File: src/rtl/byp_pkg.sv
package byp_pkg;
   localparam int unsigned RW = 5;
   localparam int unsigned CLS_W = 4;

   typedef enum logic [CLS_W-1:0] {
      OP_NOP  = 4'd0,
      OP_ALU  = 4'd1,
      OP_ALUI = 4'd2,
      OP_LW   = 4'd3,
      OP_SW   = 4'd4,
      OP_BZ   = 4'd5,
      OP_J    = 4'd6,
      OP_JAL  = 4'd7,
      OP_JR   = 4'd8,
      OP_JALR = 4'd9
   } op_cls_e;

   typedef struct packed {
      op_cls_e         cls;
      logic [RW-1:0]   ws;
      logic            we;
   } stage_t;

   localparam stage_t BUBBLE = '{cls: OP_NOP, ws: '0, we: 1'b0};
endpackage

File: src/rtl/byp_decode.sv
module byp_decode
   import byp_pkg::*;
#(
   parameter int unsigned LINK_REG = 31
) (
   input  op_cls_e          cls,
   input  logic [RW-1:0]    rs,
   input  logic [RW-1:0]    rt,
   input  logic [RW-1:0]    rd,
   output stage_t           info,
   output logic             re1,
   output logic             re2
);
   localparam logic [RW-1:0] LINK_IDX = RW'(LINK_REG);

   logic unused_rs;
   assign unused_rs = ^rs;

   always_comb begin
      info = BUBBLE;
      info.cls = cls;
      unique case (cls)
         OP_ALU: begin
            info.ws = rd;
            info.we = (rd != '0);
         end
         OP_ALUI, OP_LW: begin
            info.ws = rt;
            info.we = (rt != '0);
         end
         OP_JAL, OP_JALR: begin
            info.ws = LINK_IDX;
            info.we = 1'b1;
         end
         default: begin
            info.ws = '0;
            info.we = 1'b0;
         end
      endcase
   end

   always_comb begin
      re1 = cls inside {OP_ALU, OP_ALUI, OP_LW, OP_SW, OP_BZ, OP_JR, OP_JALR};
      re2 = cls inside {OP_ALU, OP_SW};
   end
endmodule

File: src/rtl/byp_pipe.sv
module byp_pipe
   import byp_pkg::*;
(
   input  logic   clk,
   input  logic   rst_n,
   input  logic   stall,
   input  stage_t d_info,
   output stage_t e_stg,
   output stage_t m_stg,
   output stage_t w_stg
);
   always_ff @(posedge clk or negedge rst_n) begin
      if (!rst_n) begin
         e_stg <= BUBBLE;
         m_stg <= BUBBLE;
         w_stg <= BUBBLE;
      end else begin
         e_stg <= stall ? BUBBLE : d_info;
         m_stg <= e_stg;
         w_stg <= m_stg;
      end
   end


   bubble_on_stall_chk: assert property (@(posedge clk) disable iff (!rst_n)
      stall |=> (e_stg.cls == OP_NOP && !e_stg.we));


   advance_chk: assert property (@(posedge clk) disable iff (!rst_n)
      !stall |=> (e_stg == $past(d_info)));


   mem_follow_chk: assert property (@(posedge clk) disable iff (!rst_n)
      1'b1 |=> (m_stg == $past(e_stg) && w_stg == $past(m_stg)));
endmodule

File: src/rtl/byp_hazard.sv
module byp_hazard
   import byp_pkg::*;
#(
   parameter bit BYPASS_EN = 1'b1
) (
   input  logic            clk,
   input  logic            rst_n,
   input  logic [RW-1:0]   d_rs,
   input  logic [RW-1:0]   d_rt,
   input  logic            re1,
   input  logic            re2,
   input  stage_t          e_stg,
   input  stage_t          m_stg,
   input  stage_t          w_stg,
   output logic            opa_sel,
   output logic            stall
);
   localparam int unsigned NLATE = 2;

   stage_t late [NLATE];
   logic [NLATE-1:0] rs_late_hit;
   logic [NLATE-1:0] rt_late_hit;
   logic e_fwd, e_hold, rs_e_hit, rt_e_hit, rs_any, rt_any;

   always_comb begin
      late[0] = m_stg;
      late[1] = w_stg;
   end

   for (genvar i = 0; i < NLATE; i++) begin : g_late
      assign rs_late_hit[i] = late[i].we && (late[i].ws == d_rs);
      assign rt_late_hit[i] = late[i].we && (late[i].ws == d_rt);
   end

   always_comb begin
      e_fwd  = (e_stg.cls inside {OP_ALU, OP_ALUI}) && (e_stg.ws != '0);
      e_hold = ((e_stg.cls == OP_LW) && (e_stg.ws != '0)) ||
               (e_stg.cls inside {OP_JAL, OP_JALR});
   end

   if (BYPASS_EN) begin : g_bypass
      assign opa_sel  = re1 && e_fwd && (d_rs == e_stg.ws);
      assign rs_e_hit = e_hold && (d_rs == e_stg.ws);
   end else begin : g_interlock
      assign opa_sel  = 1'b0;
      assign rs_e_hit = e_stg.we && (d_rs == e_stg.ws);
   end

   assign rt_e_hit = e_stg.we && (d_rt == e_stg.ws);
   assign rs_any   = re1 && (rs_e_hit || (|rs_late_hit));
   assign rt_any   = re2 && (rt_e_hit || (|rt_late_hit));
   assign stall    = rs_any || rt_any;


   load_stall_chk: assert property (@(posedge clk) disable iff (!rst_n)
      (re1 && e_stg.cls == OP_LW && e_stg.ws != '0 && e_stg.ws == d_rs) |-> (stall && !opa_sel));


   bypass_src_chk: assert property (@(posedge clk) disable iff (!rst_n)
      opa_sel |-> (e_stg.cls inside {OP_ALU, OP_ALUI} && e_stg.we));


   zero_dest_chk: assert property (@(posedge clk) disable iff (!rst_n)
      (e_stg.ws == '0) |-> !opa_sel);


   rt_no_bypass_chk: assert property (@(posedge clk) disable iff (!rst_n)
      (re2 && e_stg.we && e_stg.ws == d_rt) |-> stall);
endmodule

File: src/rtl/byp_ctrl.sv
module byp_ctrl
   import byp_pkg::*;
#(
   parameter int unsigned LINK_REG  = 31,
   parameter bit          BYPASS_EN = 1'b1
) (
   input  logic                clk,
   input  logic                rst_n,
   input  logic [CLS_W-1:0]    d_cls,
   input  logic [RW-1:0]       d_rs,
   input  logic [RW-1:0]       d_rt,
   input  logic [RW-1:0]       d_rd,
   output logic                opa_sel,
   output logic                stall
);
   if (LINK_REG == 0 || LINK_REG >= (1 << RW)) begin : g_bad_link
      $error("LINK_REG must name a nonzero register");
   end

   op_cls_e cls_in;
   stage_t  d_info, e_stg, m_stg, w_stg;
   logic    re1, re2;

   assign cls_in = op_cls_e'(d_cls);

   byp_decode #(.LINK_REG(LINK_REG)) u_dec (
      .cls  (cls_in),
      .rs   (d_rs),
      .rt   (d_rt),
      .rd   (d_rd),
      .info (d_info),
      .re1  (re1),
      .re2  (re2)
   );

   byp_pipe u_pipe (
      .clk    (clk),
      .rst_n  (rst_n),
      .stall  (stall),
      .d_info (d_info),
      .e_stg  (e_stg),
      .m_stg  (m_stg),
      .w_stg  (w_stg)
   );

   byp_hazard #(.BYPASS_EN(BYPASS_EN)) u_haz (
      .clk     (clk),
      .rst_n   (rst_n),
      .d_rs    (d_rs),
      .d_rt    (d_rt),
      .re1     (re1),
      .re2     (re2),
      .e_stg   (e_stg),
      .m_stg   (m_stg),
      .w_stg   (w_stg),
      .opa_sel (opa_sel),
      .stall   (stall)
   );


   legal_cls_chk: assert property (@(posedge clk) disable iff (!rst_n)
      d_cls <= 4'd9);
endmodule

File: config.mk
export PLATFORM = sky130hd
export DESIGN_NAME = byp_ctrl
export DESIGN_NICKNAME = d
export VERILOG_FILES = /design/src/rtl/byp_pkg.sv /design/src/rtl/byp_decode.sv /design/src/rtl/byp_pipe.sv /design/src/rtl/byp_hazard.sv /design/src/rtl/byp_ctrl.sv
export SDC_FILE = /design/constraint.sdc
export NUM_CORES = 1
export LEC_CHECK = 0
export ABC_AREA = 1
export BUFFER_PORTS_ARGS = -buffer_cell sky130_fd_sc_hd__buf_2
export CAP_MARGIN = 20
export CELL_PAD_IN_SITES_DETAIL_PLACEMENT = 1
export CELL_PAD_IN_SITES_GLOBAL_PLACEMENT = 1
export CORE_MARGIN = 10
export CORE_UTILIZATION = 41
export DETAILED_ROUTE_END_ITERATION = 10
export PLACE_DENSITY = 0.85
export SYNTH_ARGS = -nofsm -noshare
export SYNTH_HDL_FRONTEND = slang
export SYNTH_HIERARCHICAL = 1
export SYNTH_SLANG_ARGS = --single-unit
File: constraint.sdc
create_clock -name clk -period 1.7 [get_ports clk]
set_input_delay 0.425 -clock clk [delete_from_list [all_inputs] [get_ports clk]]
set_output_delay 0.425 -clock clk [all_outputs]
set_load 0.02 [all_outputs]
* Word level (Yosys, flattened, before mapping)
Index checks and enable logic that the tools add are counted.
Operators by class: eq/ne operators 19, mux-type cells 2, reduce and logical (&&, ||, !) cells 27
Operators by type and width (number):
- equality test 5 bit | 6
- case mux 6 bit (3 select lines) | 1
- equality test 4 x 2 -> 1 bit, second input constant | 4
- equality test 4 x 3 -> 1 bit, second input constant | 4
- nonzero test 5 bit | 3
- equality test 4 bit, second input constant | 3
- logical AND 1 bit | 12
- two-way mux 10 bit | 1
- equality test 4 x 1 -> 1 bit, second input constant | 2
- OR reduction 2 bit | 4
- nonzero test 7 bit | 1
- nonzero test 2 bit | 3
- logical OR 1 bit | 4
Word-level totals: register bits 22, input bits 21, output and inout bits 2, logic and storage cells 55

* Logic depth before layout (Yosys ltp)
depth after elaboration 8, mapped depth 12, depth with buffers taken out 11

* Hierarchy
Netlist, hierarchy kept.
Modules (own cells, without submodules):
- byp_pipe | times used 1, cells each 51, area each 837.1 µm², seq. area each 750.7 µm²
- byp_hazard | times used 1, cells each 136, area each 583.1 µm², seq. area each 0.0 µm²
- byp_decode | times used 1, cells each 48, area each 234.0 µm², seq. area each 0.0 µm²

* Worst setup path after synthesis
Ideal clock, no wire load.
kind input to output, from input d_cls[2], to output opa_sel, data arrival time 1.273 ns, required time 1.275 ns, setup slack 0.002 ns, stages on the path 7, path buffers 0, cells stage by stage inv_1 nand2_2 nor2_2 nor2_1 nand2_1 nand4_1 nor2_1
Between the ends: cells in the longest elaborated chain, start to end 4, elaborated cells on any way between the ends 10, classes of those cells 7 x eq/ne; 3 x reduce/logical
Ends and longest elaborated chain:
- start: declaration | RTL line byp_ctrl.sv:9 | input logic [CLS_W-1:0] d_cls,
- equality test 4 x 1 -> 1 bit (tied with other cells) | RTL line byp_decode.sv:43 | re1 = cls inside {OP_ALU, OP_ALUI, OP_LW, OP_SW, OP_BZ, OP_JR, OP_JALR};
- nonzero test 7 bit (*) | RTL line byp_decode.sv:43
- via re1 | RTL line byp_ctrl.sv:22 | logic re1, re2;
- logical AND 1 bit (*) (2 in a row) | RTL line byp_hazard.sv:42 | assign opa_sel = re1 && e_fwd && (d_rs == e_stg.ws);
- end: declaration | RTL line byp_ctrl.sv:13 | output logic opa_sel,
The timed path passes the listed nets; every way through them passes the cells marked *.

* Final worst setup path
from register, netlist name u_pipe/e_stg[5], to output stall
Between the ends: cells in the longest elaborated chain, start to end 7, elaborated cells on any way between the ends 12, classes of those cells 2 x eq/ne; 10 x reduce/logical
Ends and longest elaborated chain:
- nonzero test 5 bit | RTL line byp_hazard.sv:37 | e_hold = ((e_stg.cls == OP_LW) && (e_stg.ws != '0)) ||
- logical AND 1 bit | RTL line byp_hazard.sv:37
- logical OR 1 bit | RTL line byp_hazard.sv:37
- logical AND 1 bit | RTL line byp_hazard.sv:43 | assign rs_e_hit = e_hold && (d_rs == e_stg.ws);
- logical OR 1 bit | RTL line byp_hazard.sv:50 | assign rs_any = re1 && (rs_e_hit || (|rs_late_hit));
- logical AND 1 bit | RTL line byp_hazard.sv:50
- logical OR 1 bit (*) | RTL line byp_hazard.sv:52 | assign stall = rs_any || rt_any;
- end: declaration | RTL line byp_ctrl.sv:14 | output logic stall
Every way passes the cells marked *; elsewhere a longest branch is shown, timed or not.

==> flow_metrics.py <==
metrics = {
    "floorplan": {
        "start_util_pct": 42.9,
        "die-width_um": 79.6,
        "rows": 21,
        "die_area_mm2": 0.00633,
        "die_y_um": 79.6,
        "core_mm2": 0.00339,
        "io_pins": 23,
    },
    "pwr": {
        "fin_total_pwr_mw": 1.14,
        "peakVddDrop_mv": 0.246,
        "pwr_density_cell_mw_per_mm2": 643,
        "leakage_nw": 0.996,
    },
    "grt": {
        "grt.total_usage_pct": 12.7,
        "grt-ovfl-total": 0,
        "grt_antenna_before_repair": 0,
        "grt_pass1_wl_um": 6560,
        "grt_pass1_vias": 1575,
        "grt_max_degree": 23,
    },
    "timing": {
        "tightestPinTransition_ns": 0.490,
        "slew_violations": 0,
        "max_clock_freq_mhz": 488,
        "finalCritPeriodShare_pct": 121,
        "slew_headroom_pct": 67.3,
        "finalHoldViolCount": 0,
        "grt_setup_unrepaired": "yes",
        "setup_viol": 2,
        "skew_ns": 0.00556,
        "period_minus_slack_ns": 2.05,
        "setup_ws_ns": -0.349,
        "holdWs_ns": 0.0628,
    },
    "drt": {
        "drt_iter0_markers": 50,
        "wl_um": 4030,
        "firstDrtPassIters": 4,
        "vias_per_cell": 4.83,
        "wl_per_cell_um": 13.0,
        "remaining_drc_errors": 0,
        "dr_total_vias": 1491,
        "postRouteAntennaNets": 0,
    },
    "cells_and_area": {
        "area_growth_pct": 21.9,
        "final_area_mm2": 0.00177,
        "insertedDiodeCount": 0,
        "fillers": 467,
        "drive_gt1_share_pct": 27.4,
        "fin_nets": 286,
    },
    "critical_path": {
        "cp_common_cell": "nand2_1",
        "startpoint_type": "flop",
        "endpoint_kind": "output port",
        "crit_type": "flop to output port",
        "path_buf_inv": 1,
        "crit_chain": "nor2_1 > nand3_2 > nand2_1 > nand2_1 > nand3_1 > nand2_1 > nand2_1 > nand2_2 > buf_6",
        "crit_family": "simple AND/OR/NAND/NOR gates",
        "cp.arrival_ns": 1.62,
        "cp_max_fo": 4,
        "critPathSlowestCell": "dfrtp_2",
        "critPathRequiredTime_ns": 1.27,
        "max_stage_delay_ns": 0.46,
        "regToRegSetupSlack_ns": 0.17,
    },
    "synth": {
        "synthCells": 227,
        "ys_warn_count": 6,
        "syn_area_mm2": 0.00145,
        "syn_avg_cell_area_um2": 6.40,
        "syn_nets": 248,
    },
    "clocking": {
        "clock-sinks": 22,
        "cts_tree": "built",
        "cts_buffers": 3,
        "cts.path.max_buffers": 2,
        "clk_pin_slew_ns": 0.12,
        "cts_root_buffer": "clkbuf_4",
        "h-tree-depth": 1,
        "clock_latency_ns": 0.30,
    },
    "job": {
        "maxCapViolations": 0,
    },
    "placed_design": {
        "io_buffers": 22,
        "place_ws_ns": -0.136,
        "place_congestion": 0.802,
        "placed_area_mm2": 0.00169,
        "dp_hpwl_um": 3260,
    },
    "status": {
        "violations": "setup timing",
        "status": "finished with violations",
    },
    "worst_hold_path": {
        "min_path_type": "input pin to asynchronous set/reset pin",
    },
}
[placed cells by master (no fill, tap or decap), types with 3 or more instances in the layout]
cell type	instances
inv_2	11
o21ai_0	8
clkbuf_4	3
buf_4	17
dfrtp_2	3
nand3_1	13
inv_1	27
nor2_1	40
dfrtp_1	19
buf_2	20
nor2_2	6
nand2_1	73
nand2_2	4
xor2_1	5
[state kept, by name (all words and copies together), names as in the netlist]
| name | count |
|---|---|
| u_pipe/w_stg | 6 |
| u_pipe/e_stg | 10 |
| u_pipe/m_stg | 6 |
[where the power goes]
group	switching, mW	total [mW]	leakage [nW]	internal (mW)
registers	0.0419	0.608	0.278	0.566
logic	0.178	0.300	0.705	0.122
clock network	0.149	0.231	0.0138	0.0826
total	0.368	1.14	0.996	0.771
[repair_timing]
item | CTS | global route
gates resized for setup | 6 | 14
setup endpoints to repair | 2 | 2
setup buffers | 1 | 1
pin swaps | 3 | 8
hold buffers | 0 | 0
[area by class of cell]
class | count | area [um2] | area share, %
repair buffers | 38 | 239 | 13.5
multi-input cells | 162 | 756 | 42.7
clock buffers | 3 | 22.5 | 1.27
inverters | 38 | 143 | 8.05
flip-flops and latches | 22 | 554 | 31.3
well taps | 46 | 57.6 | 3.25
[metal layers]
metal	vias up	track usage, %	wire length (um)
met1	714	13.8	1630
met3	4	1.58	141
met2	24	23.1	2190
met5	-	0	0
met4	0	6.81	67
li1	749	-	-
[stage by stage]
step / cells / util (%) / setup TNS (ns)
after detailed placement: 304 / 49.7 / -0.202
after global placement: 304 / 49.7 / -0.184
after global routing: 309 / 52.3 / -0.830
final: 309 / 52.3 / -0.623
after CTS: 308 / 51.1 / -0.593
after floorplan: 227 / - / 0
[path summary, 6_finish.rpt]
| path | startpoint | endpoint | cells after the start |
|---|---|---|---|
| max | u_pipe/e_stg[5]$_DFF_PN0_ | stall | 9 |
| min | rst_n | u_pipe/e_stg[0]$_DFF_PN0_ | 1 |
| max reg2reg | u_pipe/e_stg[5]$_DFF_PN0_ | u_pipe/e_stg[4]$_DFF_PN0_ | 10 |
| min reg2reg | u_pipe/e_stg[0]$_DFF_PN0_ | u_pipe/m_stg[0]$_DFF_PN0_ | 0 |
| max in group asynchronous | rst_n | u_pipe/e_stg[5]$_DFF_PN0_ | 1 |
| min in group clk | u_pipe/e_stg[0]$_DFF_PN0_ | u_pipe/m_stg[0]$_DFF_PN0_ | 0 |
Power figures use the tool's default switching activity.
